===== config.mk =====
export PLATFORM = sky130hd
export DESIGN_NAME = pin_evt_detector
export DESIGN_NICKNAME = d
export VERILOG_FILES = /design/src/rtl/pin_evt_pkg.sv /design/src/rtl/pin_evt_sense.sv /design/src/rtl/pin_evt_flag.sv /design/src/rtl/pin_evt_wake_qual.sv /design/src/rtl/pin_evt_detector.sv
export SDC_FILE = /design/constraint.sdc
export NUM_CORES = 1
export LEC_CHECK = 0
export ABC_AREA = 0
export BUFFER_PORTS_ARGS = -buffer_cell sky130_fd_sc_hd__buf_2
export CORE_AREA = 8 8 45 47
export CTS_BUF_LIST = sky130_fd_sc_hd__clkbuf_8
export DETAILED_ROUTE_END_ITERATION = 6
export DIE_AREA = 0 0 53 55
export SYNTH_ARGS = -nofsm -noshare
export SYNTH_HDL_FRONTEND = slang
export SYNTH_SLANG_ARGS = --single-unit

===== constraint.sdc =====
create_clock -name clk -period 1.27 [get_ports clk]
set_clock_uncertainty 0.1 [all_clocks]
set_input_delay 0.254 -clock clk [delete_from_list [all_inputs] [get_ports clk]]
set_output_delay 0.254 -clock clk [all_outputs]
set_load 0.02 [all_outputs]

===== src/rtl/pin_evt_pkg.sv =====
package pin_evt_pkg;

    // Polarity select codes
    typedef enum logic [1:0] {
        POL_HIGH = 2'b00,
        POL_LOW  = 2'b01,
        POL_BOTH = 2'b10,
        POL_NONE = 2'b11
    } pol_e;

    // Sensing FSM: first sample after reset is not compared
    typedef enum logic {
        SNS_ARMING   = 1'b0,
        SNS_TRACKING = 1'b1
    } sns_state_e;

    // Sticky flag FSM
    typedef enum logic {
        FLG_CLEAR = 1'b0,
        FLG_SET   = 1'b1
    } flg_state_e;

endpackage


===== src/rtl/pin_evt_sense.sv =====
module pin_evt_sense
    import pin_evt_pkg::*;
(
    input  logic       clk,
    input  logic       rst_n,
    input  logic       pin_lvl,
    input  logic       trig_level,
    input  logic [1:0] polarity,
    output logic       hit
);

    sns_state_e state_q;
    sns_state_e state_d;
    logic       prev_q;
    logic       edge_ok;
    logic       rise;
    logic       fall;
    pol_e       pol;

    assign pol = pol_e'(polarity);

    // State register
    always_ff @(posedge clk or negedge rst_n) begin
        if (!rst_n) begin
            state_q <= SNS_ARMING;
            prev_q  <= 1'b0;
        end else begin
            state_q <= state_d;
            prev_q  <= pin_lvl;
        end
    end

    // Next state and output
    always_comb begin
        state_d = state_q;
        edge_ok = 1'b0;
        unique case (state_q)
            SNS_ARMING: begin
                state_d = SNS_TRACKING;
                edge_ok = 1'b0;
            end
            SNS_TRACKING: begin
                state_d = SNS_TRACKING;
                edge_ok = 1'b1;
            end
        endcase
    end

    assign rise = edge_ok &  pin_lvl & ~prev_q;
    assign fall = edge_ok & ~pin_lvl &  prev_q;

    always_comb begin
        hit = 1'b0;
        if (trig_level) begin
            unique case (pol)
                POL_HIGH: hit = pin_lvl;
                POL_LOW:  hit = ~pin_lvl;
                POL_BOTH: hit = 1'b0;
                POL_NONE: hit = 1'b0;
            endcase
        end else begin
            unique case (pol)
                POL_HIGH: hit = rise;
                POL_LOW:  hit = fall;
                POL_BOTH: hit = rise | fall;
                POL_NONE: hit = 1'b0;
            endcase
        end
    end

endmodule


===== src/rtl/pin_evt_flag.sv =====
module pin_evt_flag
    import pin_evt_pkg::*;
(
    input  logic clk,
    input  logic rst_n,
    input  logic set_i,
    input  logic clr_i,
    output logic flag_o
);

    flg_state_e state_q;
    flg_state_e state_d;

    always_ff @(posedge clk or negedge rst_n) begin
        if (!rst_n) begin
            state_q <= FLG_CLEAR;
        end else begin
            state_q <= state_d;
        end
    end

    // A new event outranks a clear in the same cycle
    always_comb begin
        state_d = state_q;
        unique case (state_q)
            FLG_CLEAR: if (set_i) state_d = FLG_SET;
            FLG_SET:   if (clr_i && !set_i) state_d = FLG_CLEAR;
        endcase
    end

    always_comb begin
        unique case (state_q)
            FLG_CLEAR: flag_o = 1'b0;
            FLG_SET:   flag_o = 1'b1;
        endcase
    end

endmodule


===== src/rtl/pin_evt_wake_qual.sv =====
module pin_evt_wake_qual #(
    parameter int N_LP_STATES = 3,
    parameter int PS_W        = $clog2(N_LP_STATES + 1)
) (
    input  logic [PS_W-1:0]        pwr_state,
    input  logic [N_LP_STATES-1:0] wake_en,
    output logic                   allowed
);

    logic [N_LP_STATES-1:0] match;

    for (genvar k = 0; k < N_LP_STATES; k++) begin : g_state
        localparam logic [PS_W-1:0] CODE = PS_W'(k + 1);
        assign match[k] = (pwr_state == CODE) & wake_en[k];
    end

    assign allowed = |match;

endmodule


===== src/rtl/pin_evt_detector.sv =====
module pin_evt_detector #(
    parameter int N_LP_STATES = 3,
    parameter int PS_W        = $clog2(N_LP_STATES + 1)
) (
    input  logic                   clk,
    input  logic                   rst_n,
    input  logic                   pin_lvl,
    input  logic                   cfg_level_trig,
    input  logic [1:0]             cfg_polarity,
    input  logic                   cfg_int_en,
    input  logic                   cfg_int_unmask,
    input  logic [N_LP_STATES-1:0] cfg_wake_en,
    input  logic [PS_W-1:0]        pwr_state,
    input  logic                   clr_int,
    input  logic                   clr_wake,
    output logic                   int_sts,
    output logic                   wake_sts,
    output logic                   int_req,
    output logic                   pending
);

    logic hit;
    logic wake_ok;

    pin_evt_sense u_sense (
        .clk        (clk),
        .rst_n      (rst_n),
        .pin_lvl    (pin_lvl),
        .trig_level (cfg_level_trig),
        .polarity   (cfg_polarity),
        .hit        (hit)
    );

    pin_evt_wake_qual #(
        .N_LP_STATES (N_LP_STATES),
        .PS_W        (PS_W)
    ) u_wake_qual (
        .pwr_state (pwr_state),
        .wake_en   (cfg_wake_en),
        .allowed   (wake_ok)
    );

    pin_evt_flag u_int_flag (
        .clk    (clk),
        .rst_n  (rst_n),
        .set_i  (hit & cfg_int_en),
        .clr_i  (clr_int),
        .flag_o (int_sts)
    );

    pin_evt_flag u_wake_flag (
        .clk    (clk),
        .rst_n  (rst_n),
        .set_i  (hit & wake_ok),
        .clr_i  (clr_wake),
        .flag_o (wake_sts)
    );

    assign int_req = int_sts & cfg_int_unmask;
    assign pending = int_sts | wake_sts;

endmodule


Word-level counts from Yosys, hierarchy flattened:

Index checks and enable logic that the tools add are counted.
W data, S select, Z words.

* latch bits: 0
* memories: 0
* logic and storage cells: 46
* bits in read-only memories: 0
* output and inout port bits: 4
* memory bits (writable): 0
* register bits: 4
* input bits: 15

* mux-type cells: 12
* equal/unequal tests: 6
* order comparisons: 0
* bitwise gates (word level): 17
* $mul: 0
* divide/modulo/power cells: 0
* reductions and logical operators: 7
* $add $sub $neg: 0
* shifts and indexed selects: 0

Operator list (number)
* $and A1 B1 Y1: 10
* $pmux W1 S2: 5
* $eq A2 B2 Y1 const B: 4
* $mux W1: 5
* $not A1 Y1: 5
* $eq A2 B1 Y1 const B: 2
* $pmux W1 S4: 1
* $pmux W1 S3: 1
* $reduce_or A3 Y1: 1
* $logic_and A1 B1 Y1: 2
* $logic_not A1 Y1: 2
* $logic_not A2 Y1: 1
* $or A1 B1 Y1: 2
* $reduce_or A2 Y1: 1

Longest topological paths before layout:

* depth after elaboration: 12
* gate-level depth with buffers: 4
* depth with buffers taken out: 4

By module:

Synthesis repeated with hierarchy kept, for this count alone.

* cell total of the unflattened synthesis: 25
* area, all modules: 235.2 µm²

By module, submodules not included
* pin_evt_sense: times used 1, area an instance 112.6 µm², cells an instance 12, sequential area each 50.0 µm²
* pin_evt_flag: times used 2, area an instance 36.3 µm², cells an instance 3, sequential area each 25.0 µm²
* pin_evt_detector: times used 1, area an instance 26.3 µm², cells an instance 4, sequential area each 0.0 µm²
* pin_evt_wake_qual: times used 1, area an instance 23.8 µm², cells an instance 3, sequential area each 0.0 µm²

Worst setup path before layout:

Ideal clock, no wire load.

* path type: register to register
* from: register u_sense.prev_q
* to: register u_wake_flag.state_q
* path slack: -7 ps
* arrival: 1056 ps
* cell stages (with the launch flop): 5
* period minus slack after synthesis: 1277 ps
* buffers on the path: 0
* library setup time: 121 ps
* data required time: 1049 ps
* cell sequence: dfrtp_1 -> and4bb_1 -> a211oi_1 -> o22ai_1 -> a22o_1

* longest elaborated chain between the ends: 10
* elaborated cells between the ends (all ways): 12
* those cells by class: 5 x mux; 5 x bitwise; 2 x reduce/logical

Ends and longest elaborated chain
* start, declared: RTL line pin_evt_sense.sv:14 `logic prev_q;`
* start signal, assigned: RTL line pin_evt_sense.sv:29 `prev_q <= pin_lvl;`
* $not A1 Y1: RTL line pin_evt_sense.sv:49 `assign rise = edge_ok & pin_lvl & ~prev_q;`
* $and A1 B1 Y1: RTL line pin_evt_sense.sv:49
* $or A1 B1 Y1: RTL line pin_evt_sense.sv:65 `POL_BOTH: hit = rise | fall;`
* $pmux W1 S4 (*): RTL line pin_evt_sense.sv:62 `unique case (pol)`
* $mux W1 (*): RTL line pin_evt_sense.sv:54 `if (trig_level) begin`
* $and A1 B1 Y1 (*): RTL line pin_evt_detector.sv:54 `.set_i (hit & wake_ok),`
* $logic_not A1 Y1: RTL line pin_evt_flag.sv:27 `FLG_SET: if (clr_i && !set_i) state_d = FLG_CLEAR;`
* $logic_and A1 B1 Y1: RTL line pin_evt_flag.sv:27
* $mux W1: RTL line pin_evt_flag.sv:27
* $pmux W1 S2 (*): RTL line pin_evt_flag.sv:25 `unique case (state_q)`
* named net u_wake_flag.state_d: RTL line pin_evt_flag.sv:12 `flg_state_e state_d;`
* end signal, assigned: RTL line pin_evt_flag.sv:18 `state_q <= state_d;`
* end, declared: RTL line pin_evt_flag.sv:11 `flg_state_e state_q;`

Mark *: on every way through the listed nets, which the timed path passes. The rest lies on a longest branch.

Worst setup path in the final report:

* from: register u_int_flag.state_q
* to: output int_req

* longest elaborated chain between the ends: 3

Ends and longest elaborated chain
* start, declared: RTL line pin_evt_flag.sv:11
* start signal, assigned: RTL line pin_evt_flag.sv:18
* $not A1 Y1: RTL line pin_evt_flag.sv:32 `unique case (state_q)`
* $pmux W1 S2 (*): RTL line pin_evt_flag.sv:32
* $and A1 B1 Y1 (*): RTL line pin_evt_detector.sv:59 `assign int_req = int_sts & cfg_int_unmask;`
* end, declared: RTL line pin_evt_detector.sv:18 `output logic int_req,`

Mark *: on every way between the ends. The rest lies on a longest branch, timed or not.

==> results.toml <==
[place]
place_congestion = 0.7122
numPortBuffers = 18
dp_worst_setup_slack_ns = -0.08011
dp_hpwl_um = 567.1

[drt]
ant_nets = 0
viasPerCell = 4.354
route.detailed.drc = 0
vias = 283
post_drt_wl_per_cell_um = 10.40
drtIter0Drc = 4
drtPass1Iterations = 4
wirelength_um = 676

[logic_synthesis]
yosysWarnings = 0
ys_types = 18
mappedNetlistNets = 39
synth-edff-count = 0
netlist_instances = 24
ys_ff_latch = 4
synth-main-ff-cell = "dfrtp_1"
synth.yosys.seq_area_share_pct = 42.11
netlist_area_um2 = 237.7
ys_async_sr_fraction_pct = 100.0
syn_area_per_cell_um2 = 9.905

[clock_tree]
cts_buffers = 3
cts_root_buffer = "clkbuf_8"
cts_tree = "yes"
clk_pin_slew_ns = 0.03
clkLatencyLatePin_ns = 0.22
cts.sink_count = 4
cts_buffer_depth = 2
htree_levels = 1

[finish]
fillCellCount = 140
post-route-util_pct = 32.82
antenna_cells = 0
final_common_cell = "buf_2"
final_cell_mix = "16 x buf_2, 4 x dfrtp_1, 3 x clkbuf_8, 3 x buf_6"
drive_above_1_share_pct = 65.31
nets = 66
syn_to_final_growth_pct = 91.05

[global_routing]
grt_pass1_wl_um = 1028
grt_overflow_total = 0
grt_start_max_net_pins = 5
grt_antenna_before_repair = 0
grt_pass1_vias = 300
track_usage_pct = 4.986

[timing]
hold_viol = 0
fmax_mhz = 758.3
final-max-slew-violation-count = 0
setup_viol = 4
rsz0062_at_grt = "true"
setup_ws_ns = -0.04873
fin_crit_sh_pct = 103.8
min_period_ns = 1.319

[run_status]
status = "finished with violations"
violations = "setup timing"

[power]
power_mw = 0.5272
powerDensity_mw_per_mm2 = 1161
p_leak_nw = 0.2456
peakVddDrop_v = 0.0004942

[worst_setup_path]
startpoint_type = "flop"
worstSetupPathType = "reg -> out"
crit_fanout = 3
worstPathRequired_ns = 0.92
cp.arrival_ns = 0.96
endpoint_kind = "output port"

[floorplan]
core_area_mm2 = 0.001384
die_w_um = 53
rows = 14
die_h_um = 55
ios = 19
die_area_mm2 = 0.002915
initial_utilization_pct = 17.18

[min_path]
hold_path.class = "in -> reg"

[flow_run]
cap_violations = 0
-- path summary, 6_finish.rpt --
check / slack [ns] / startpoint / to / depth (start not counted)
worst max-delay path: -0.05 / u_int_flag.state_q$_DFF_PN0_ / int_req / 3
worst min-delay path: 0.16 / pin_lvl / u_sense.prev_q$_DFF_PN0_ / 2
worst max register to register: -0.04 / u_sense.state_q$_DFF_PN0_ / u_int_flag.state_q$_DFF_PN0_ / 4
worst min register to register: 0.51 / u_wake_flag.state_q$_DFF_PN0_ / u_wake_flag.state_q$_DFF_PN0_ / 2
max in group asynchronous: 0.69 / rst_n / u_sense.state_q$_DFF_PN0_ / 2
min in group asynchronous: 0.27 / rst_n / u_wake_flag.state_q$_DFF_PN0_ / 2
-- where the power goes --
part | internal [mW] | switching [mW] | total, mW
clock network | 0.202 | 0.0634 | 0.265
registers | 0.137 | 0.00550 | 0.143
logic | 0.0694 | 0.0499 | 0.119
-- repair_timing --
action / CTS / global route
setup buffers: 2 / 0
endpoints found under the hold margin: 4 / 0
setup endpoints to repair: 3 / 4
hold buffers: 1 / 0
cloned: 0 / 0
pin swaps: 5 / 0
gates resized for setup: 9 / 0
-- critical path, cell delays in order (launching register included) --
cell	delay, ns
dfrtp_1	0.38
buf_6	0.12
and2_4	0.12
buf_6	0.12
-- metal layers --
layer / up-vias / global-route usage, % / wire length, um
met1: 132 / 3.828 / 249
met5: - / 0 / 0
li1: 136 / - / -
met3: 2 / 2.406 / 48
met2: 13 / 8.203 / 352
met4: 0 / 6.466 / 25
-- registers in the layout (all words and copies together), names as in the netlist --
signal	flops
u_sense.state_q	1
u_sense.prev_q	1
u_wake_flag.state_q	1
u_int_flag.state_q	1
-- cell type report --
| cell class | count | area, um2 | area share (%) |
|---|---|---|---|
| inverter | 2 | 7.507 | 1.653 |
| tap | 16 | 20.02 | 4.408 |
| clock buffer | 3 | 41.29 | 9.091 |
| sequential | 4 | 100.1 | 22.04 |
| timing repair buffer | 22 | 138.9 | 30.58 |
| multi-input combinational | 18 | 146.4 | 32.23 |
-- synth_stat cells (all sizes together) (2+ instances only) --
| cell type | n | area [um2] |
|---|---|---|
| inv | 2 | 7.510 |
| a22o | 2 | 17.52 |
| dfrtp | 4 | 100.1 |
| nand2 | 2 | 7.510 |
-- cell families (layout without fill, tap and decap cells) --
group                  after synthesis  after routing  synth area share [%]
AND/OR/NAND/NOR                     10             10                 31.06
AO/OA/AOI/OAI                        6              6                 17.37
flip-flops                           4              4                 42.11
buffers and inverters                2             27                 3.159
other                                1              1                 1.577
multiplexers                         1              1                 4.737
-- per-stage QoR --
| step | instance area (um2) | hold slack (ns) | cells | setup TNS (ns) |
|---|---|---|---|---|
| after floorplan | 237.7 | -0.1416 | 24 | 0 |
| after global placement | 355.3 | -0.03495 | 59 | -0.1026 |
| after detailed placement | 355.3 | -0.03958 | 59 | -0.1562 |
| after CTS | 454.2 | 0.1578 | 65 | -0.1741 |
| after global routing | 454.2 | 0.1685 | 65 | -0.2917 |
| final | 454.2 | 0.1631 | 65 | -0.1658 |
(Power assumes the default switching activity.)
